### config.mk
export PLATFORM = sky130hd
export DESIGN_NAME = uart_rxq
export DESIGN_NICKNAME = d
export VERILOG_FILES = /design/src/rtl/uart_rxq_pkg.sv /design/src/rtl/uart_rxq_store.sv /design/src/rtl/uart_rxq_ctrl.sv /design/src/rtl/uart_rxq_stat.sv /design/src/rtl/uart_rxq.sv
export SDC_FILE = /design/constraint.sdc
export NUM_CORES = 1
export LEC_CHECK = 0
export CAP_MARGIN = 15
export CORE_MARGIN = 1.5
export CORE_UTILIZATION = 55
export CTS_BUF_LIST = sky130_fd_sc_hd__clkbuf_8
export CTS_CLUSTER_DIAMETER = 200
export DETAILED_ROUTE_END_ITERATION = 6
export HOLD_SLACK_MARGIN = 0.15
export PLACE_DENSITY = 0.82
export SYNTH_ARGS = -nofsm -noshare
export SYNTH_HDL_FRONTEND = slang
export SYNTH_HIERARCHICAL = 1
export SYNTH_SLANG_ARGS = --single-unit
### constraint.sdc
create_clock -name clk -period 4.05 [get_ports clk]
set_clock_uncertainty 0.05 [all_clocks]
set_input_delay 0.405 -clock clk [delete_from_list [all_inputs] [get_ports clk]]
set_output_delay 0.405 -clock clk [all_outputs]
set_load 0.02 [all_outputs]
### src/rtl/uart_rxq_pkg.sv
package uart_rxq_pkg;
  localparam int CHAR_W  = 8;
  localparam int FLAG_W  = 4;
  localparam int ENTRY_W = CHAR_W + FLAG_W;

  // Entry layout: flags above the character; framing is the lowest flag bit.
  typedef struct packed {
    logic              overrun;
    logic              brk;
    logic              parity;
    logic              framing;
    logic [CHAR_W-1:0] data;
  } rx_entry_t;

  // Slot reached from a base index plus an offset, in a power-of-two ring.
  function automatic int unsigned ring_slot(int unsigned base, int unsigned off,
                                            int unsigned depth);
    return (base + off) & (depth - 1);
  endfunction

  // Effective capacity for the current mode.
  function automatic int unsigned mode_depth(logic multi, int unsigned full_depth);
    return multi ? full_depth : 1;
  endfunction
endpackage

### src/rtl/uart_rxq_store.sv
module uart_rxq_store
  import uart_rxq_pkg::*;
#(
  parameter int DEPTH = 16,
  localparam int IDX_W = $clog2(DEPTH)
) (
  input  logic             clk,
  input  logic             rst_n,
  input  logic             wr_en,
  input  logic [IDX_W-1:0] wr_idx,
  input  rx_entry_t        wr_entry,
  input  logic [IDX_W-1:0] rd_idx,
  output rx_entry_t        rd_entry
);
  rx_entry_t slots [DEPTH];

  for (genvar s = 0; s < DEPTH; s++) begin : g_slot
    always_ff @(posedge clk or negedge rst_n) begin
      if (!rst_n) begin
        slots[s] <= '0;
      end else if (wr_en && (wr_idx == IDX_W'(s))) begin
        slots[s] <= wr_entry;
      end
    end
  end

  assign rd_entry = slots[rd_idx];
endmodule

### src/rtl/uart_rxq_ctrl.sv
module uart_rxq_ctrl
  import uart_rxq_pkg::*;
#(
  parameter int DEPTH   = 16,
  parameter int TRIGGER = 1,
  localparam int IDX_W = $clog2(DEPTH),
  localparam int CNT_W = IDX_W + 1
) (
  input  logic             clk,
  input  logic             rst_n,
  input  logic             push_req,
  input  logic             pop_req,
  input  logic             fifo_en,
  input  logic             flush,
  output logic [CNT_W-1:0] count,
  output logic [IDX_W-1:0] rd_pos,
  output logic [IDX_W-1:0] wr_idx,
  output logic             push_ok,
  output logic             pop_ok,
  output logic             mode_q,
  output logic             mode_toggle,
  output logic             full,
  output logic             empty,
  output logic             can_accept,
  output logic             irq_set,
  output logic             irq_clr
);
  logic [CNT_W-1:0] depth_now;
  logic [IDX_W-1:0] mask;
  logic             clear_ev;
  logic             take;
  logic [CNT_W-1:0] cnt_after_pop;
  logic [CNT_W-1:0] cnt_next;
  logic [IDX_W-1:0] pos_next;
  logic             set_d;
  logic             clr_d;

  assign depth_now   = CNT_W'(mode_depth(mode_q, DEPTH));
  assign mask        = IDX_W'(depth_now - CNT_W'(1));
  assign mode_toggle = fifo_en != mode_q;
  assign clear_ev    = flush | mode_toggle;
  assign can_accept  = count < depth_now;
  assign full        = count == depth_now;
  assign empty       = count == '0;

  assign pop_ok  = pop_req && !clear_ev;
  assign push_ok = push_req && can_accept && !clear_ev;
  assign take    = pop_ok && (count != '0);

  always_comb begin
    cnt_after_pop = take ? count - CNT_W'(1) : count;
    cnt_next      = cnt_after_pop + CNT_W'(push_ok);
    pos_next      = take ? ((rd_pos + IDX_W'(1)) & mask) : rd_pos;
    wr_idx        = IDX_W'(ring_slot(32'(rd_pos), 32'(count), 32'(depth_now)));
    clr_d         = pop_ok && ((cnt_after_pop + CNT_W'(1)) == CNT_W'(TRIGGER));
    set_d         = push_ok && (cnt_next == CNT_W'(TRIGGER));
  end

  always_ff @(posedge clk or negedge rst_n) begin
    if (!rst_n) begin
      count   <= '0;
      rd_pos  <= '0;
      mode_q  <= 1'b0;
      irq_set <= 1'b0;
      irq_clr <= 1'b0;
    end else if (clear_ev) begin
      count   <= '0;
      rd_pos  <= '0;
      mode_q  <= fifo_en;
      irq_set <= 1'b0;
      irq_clr <= 1'b0;
    end else begin
      count   <= cnt_next;
      rd_pos  <= pos_next;
      irq_set <= set_d;
      irq_clr <= clr_d;
    end
  end
endmodule

### src/rtl/uart_rxq_stat.sv
module uart_rxq_stat
  import uart_rxq_pkg::*;
(
  input  logic              clk,
  input  logic              rst_n,
  input  logic              load,
  input  logic [FLAG_W-1:0] load_flags,
  input  logic              clr,
  output logic [FLAG_W-1:0] status
);
  always_ff @(posedge clk or negedge rst_n) begin
    if (!rst_n)    status <= '0;
    else if (load) status <= load_flags;
    else if (clr)  status <= '0;
  end
endmodule

### src/rtl/uart_rxq.sv
module uart_rxq
  import uart_rxq_pkg::*;
#(
  parameter int DEPTH      = 16,
  parameter int RX_TRIGGER = 1
) (
  input  logic               clk,
  input  logic               rst_n,
  input  logic               rx_valid,
  input  logic [CHAR_W-1:0]  rx_data,
  input  logic [FLAG_W-1:0]  rx_err,
  input  logic               rx_break,
  input  logic               rd_pop,
  input  logic               fifo_en,
  input  logic               flush,
  input  logic               stat_clr,
  output logic [ENTRY_W-1:0] head_data,
  output logic               rx_full,
  output logic               rx_empty,
  output logic               can_accept,
  output logic               rx_irq_set,
  output logic               rx_irq_clr,
  output logic [FLAG_W-1:0]  rx_status
);
  localparam int IDX_W = $clog2(DEPTH);
  localparam int CNT_W = IDX_W + 1;

  logic [CNT_W-1:0] count;
  logic [IDX_W-1:0] rd_pos;
  logic [IDX_W-1:0] wr_idx;
  logic             push_ok;
  logic             pop_ok;
  logic             mode_q;
  logic             mode_toggle;
  rx_entry_t        in_entry;
  rx_entry_t        head_entry;

  always_comb begin
    in_entry = {rx_err, rx_data};
    if (rx_break) begin
      in_entry      = '0;
      in_entry.brk  = 1'b1;
    end
  end

  uart_rxq_ctrl #(.DEPTH(DEPTH), .TRIGGER(RX_TRIGGER)) u_ctrl (
    .clk(clk), .rst_n(rst_n),
    .push_req(rx_valid | rx_break), .pop_req(rd_pop),
    .fifo_en(fifo_en), .flush(flush),
    .count(count), .rd_pos(rd_pos), .wr_idx(wr_idx),
    .push_ok(push_ok), .pop_ok(pop_ok),
    .mode_q(mode_q), .mode_toggle(mode_toggle),
    .full(rx_full), .empty(rx_empty), .can_accept(can_accept),
    .irq_set(rx_irq_set), .irq_clr(rx_irq_clr)
  );

  uart_rxq_store #(.DEPTH(DEPTH)) u_store (
    .clk(clk), .rst_n(rst_n),
    .wr_en(push_ok), .wr_idx(wr_idx), .wr_entry(in_entry),
    .rd_idx(rd_pos), .rd_entry(head_entry)
  );

  uart_rxq_stat u_stat (
    .clk(clk), .rst_n(rst_n),
    .load(pop_ok), .load_flags(head_entry[ENTRY_W-1:CHAR_W]),
    .clr(stat_clr), .status(rx_status)
  );

  assign head_data = head_entry;
endmodule

==> reports/results.ini <==
[cells_and_area]
fin_nets=758
finish.utilization_pct=64.2
area_delta_synth_final_pct=13.1
n_antenna_cell=0
nFillCells=1247
multi_input_area_mm2=0.00444
drive_gt1_share_pct=43.1
design_area_mm2=0.0112
seqCellArea_mm2=0.00521

[yosys]
synthMuxAreaShare_pct=33.3
synthAdderAreaFrac_pct=1.46
synth_compound_area_share_pct=3.59
seq_area_frac_synth_pct=52.5
synth_xor_area_share_pct=0.870
synthSimpleGateAreaFrac_pct=5.50
synthFlopType=dfrtp_1
ys_async_sr_fraction_pct=100
ys_types=51
syn_area_mm2=0.00992
synth_fp_nets=703
yosysWarnings=6
syn_inst=672
avgSynthCellArea_um2=14.8
synth_top_family_by_area=multiplexers
ys_seq_elements=208
synth-edff-count=0

[worst_setup_path]
critPathKind=reg2reg
endpoint_kind=register
cp.required_ns=4.43
r2r_start=u_ctrl/count[0]
critPathMaxFanout=6
reg2reg_slack_ns=0.67
cp.arrival_ns=3.75
ff2ff_path_depth=13
setup.worst_path.start_class=register
r2r_end=u_ctrl/irq_set

[cts]
cts_resized=0
path_clk_slew_ns=0.07
cts_root_buf=clkbuf_8
clock_latency_ns=0.53
htree_levels=2
clk_path_buf_depth=3
cts_tree=done
clock-sinks=208
cts_buffers=35

[floorplanning]
core_mm2=0.0175
ioPinCount=41
initial_utilization_pct=56.8
fp.dieH_um=137
placement_rows=48
dieArea_mm2=0.0189
die_width_um=137

[power]
pwr-share-comb_pct=9.2
switching_share_pct=24.5
clockPowerShare_pct=40.7
p_seq_share_pct=50.1
p_leak_nw=5.36
switching_power_w=0.00105
p_per_area_mw_per_mm2=383
internal-power_w=0.00325
vdd_drop_max_mv=0.257

[place]
gp_congestion=0.893
dpl-instance-area_mm2=0.0106
numPortBuffers=40
dpl.hpwl_um=14100

[timing]
timing.slew.headroom_pct=33.0
finalSetupViolCount=0
worstMarginPinSlew_ns=1.00
fin_crit_ns=3.38
max_freq_mhz=296
final_max_slew_viol_count=0
setup_tns_ns=0
rsz0062_at_grt=no
final.period_utilization_pct=83.3
hold_viol_final=0

[routing]
wl_um=22300
first_iter_violations=364
wire_per_inst_um=22.9
drc=0
postRouteAntennaNets=0
viasPerCell=6.11
vias=5960
drtPass1Iterations=4

[run_status]
status=finished clean

[worst_hold_path]
holdPathStages=1
hold_path_end=u_ctrl/mode_q
hold_class=in2reg
min_from=fifo_en

[grt]
grt_pass1_vias=6559
grt_pass1_wl_um=35400
grt_use_total_pct=25.1
antenna_found_initial=0
grt_overflow=0
grt_max_degree=122

[job]
maxCapViolations=0

-- power groups by stage --
stage,Clock [W],Sequential (W),Combinational [W]
final,0.00175,0.00215,0.000394
after global routing,0.00189,0.00216,0.000425
after CTS,0.00179,0.00215,0.000398
after detailed placement,0,0.00219,0.000395
after global placement,0,0.00218,0.000381
after floorplan,0,0.00219,0.000214
-- final cells by class --
type,instances,share of cell area [%]
sequential,208,46.4
inverter,6,0.223
timing repair buffer,66,5.48
clock inverter,18,0.680
clock buffer,42,5.15
multi-input combinational,410,39.5
tap,225,2.51
-- worst max-delay path, stage by stage, from the launching register on --
cell	delay (ns)
dfrtp_1	0.44
inv_1	0.20
ha_1	0.18
or4b_4	0.50
inv_4	0.10
nor3_1	0.09
xnor2_1	0.21
ha_1	0.24
ha_1	0.25
nor2b_1	0.08
a211oi_1	0.30
a21boi_0	0.19
o2bb2ai_1	0.18
nor4b_2	0.27
-- sequential cells by signal (all words and copies together) (netlist names) --
signal / flops
u_ctrl/rd_pos: 4
u_stat/status: 4
u_ctrl/irq_set: 1
u_store/slots: 192
u_ctrl/mode_q: 1
u_ctrl/irq_clr: 1
u_ctrl/count: 5
-- through the flow --
stage | power [W] | setup WS (ns) | std cells | hold WS [ns]
floorplan | 0.00240 | 1.08 | 672 | 0.0594
global placement | 0.00257 | 0.853 | 914 | 0.427
detailed placement | 0.00259 | 0.686 | 914 | 0.439
CTS | 0.00434 | 0.698 | 975 | 0.358
global route | 0.00447 | 0.477 | 975 | 0.368
finish | 0.00430 | 0.675 | 975 | 0.375
-- cells in the mapped netlist (all sizes together), types with 5 or more instances --
library cell	number	area share [%]
mux4	48	11
and2	5	0.32
inv	6	0.25
nor2	21	0.82
buf	28	1.8
a22oi	24	1.8
nor3	5	0.25
clkbuf	20	0.76
mux2	193	22
dfrtp	208	52
nor2b	14	0.88
nand3	6	0.30
nand2	23	0.87
a21oi	5	0.25
ha	10	1.3
xor2	6	0.61
nand2b	7	0.44
-- cells by family after synthesis --
| logic type | Yosys count |
|---|---|
| multiplexers | 242 |
| flip-flops | 208 |
| AND/OR/NAND/NOR | 100 |
| buffers and inverters | 54 |
| AO/OA/AOI/OAI | 48 |
| adder cells (fa/ha/maj) | 11 |
| XOR/XNOR | 9 |
-- worst max path at each step --
stage,startpoint,endpoint,slack (ns),cells past startpoint
6_report,u_ctrl/count[0],u_ctrl/irq_set,0.67,13
5_1_grt,u_ctrl/count[1],u_ctrl/irq_set,0.48,13
4_1_cts,u_ctrl/rd_pos[0],head_data[4],0.70,5
3_5_place_dp,fifo_en,u_ctrl/irq_set,0.69,11
3_3_place_gp,fifo_en,u_ctrl/irq_set,0.85,10
2_1_floorplan,u_ctrl/count[1],u_ctrl/irq_set,1.08,12
-- routing by layer --
metal  vias to the layer above  GRT usage, %  wire [um]
met2                       178          42.9      11200
met1                      3130          31.6       9340
met5                         -             0          0
li1                       2583             -          -
met3                        69          4.12       1060
met4                         0          11.3        757
-- repair_timing --
| item | 4_1_cts | 5_1_grt |
|---|---|---|
| setup endpoints to repair | 0 | 0 |
| endpoints found under the hold margin | 118 | 0 |
| hold buffers | 1 | 0 |
| buffers inserted | 0 | 0 |
-- placed cells by master (no fill, tap or decap), drive strengths merged, types with 7 or more instances in the layout --
cell           count
clkbuf            43
mux4              48
nand2             23
nor2b             14
buf               25
a22oi             24
ha                10
nand2b             7
mux2             193
inv               23
dfrtp            208
nor2              21
clkdlybuf4s50     39
(Power assumes the default switching activity.)
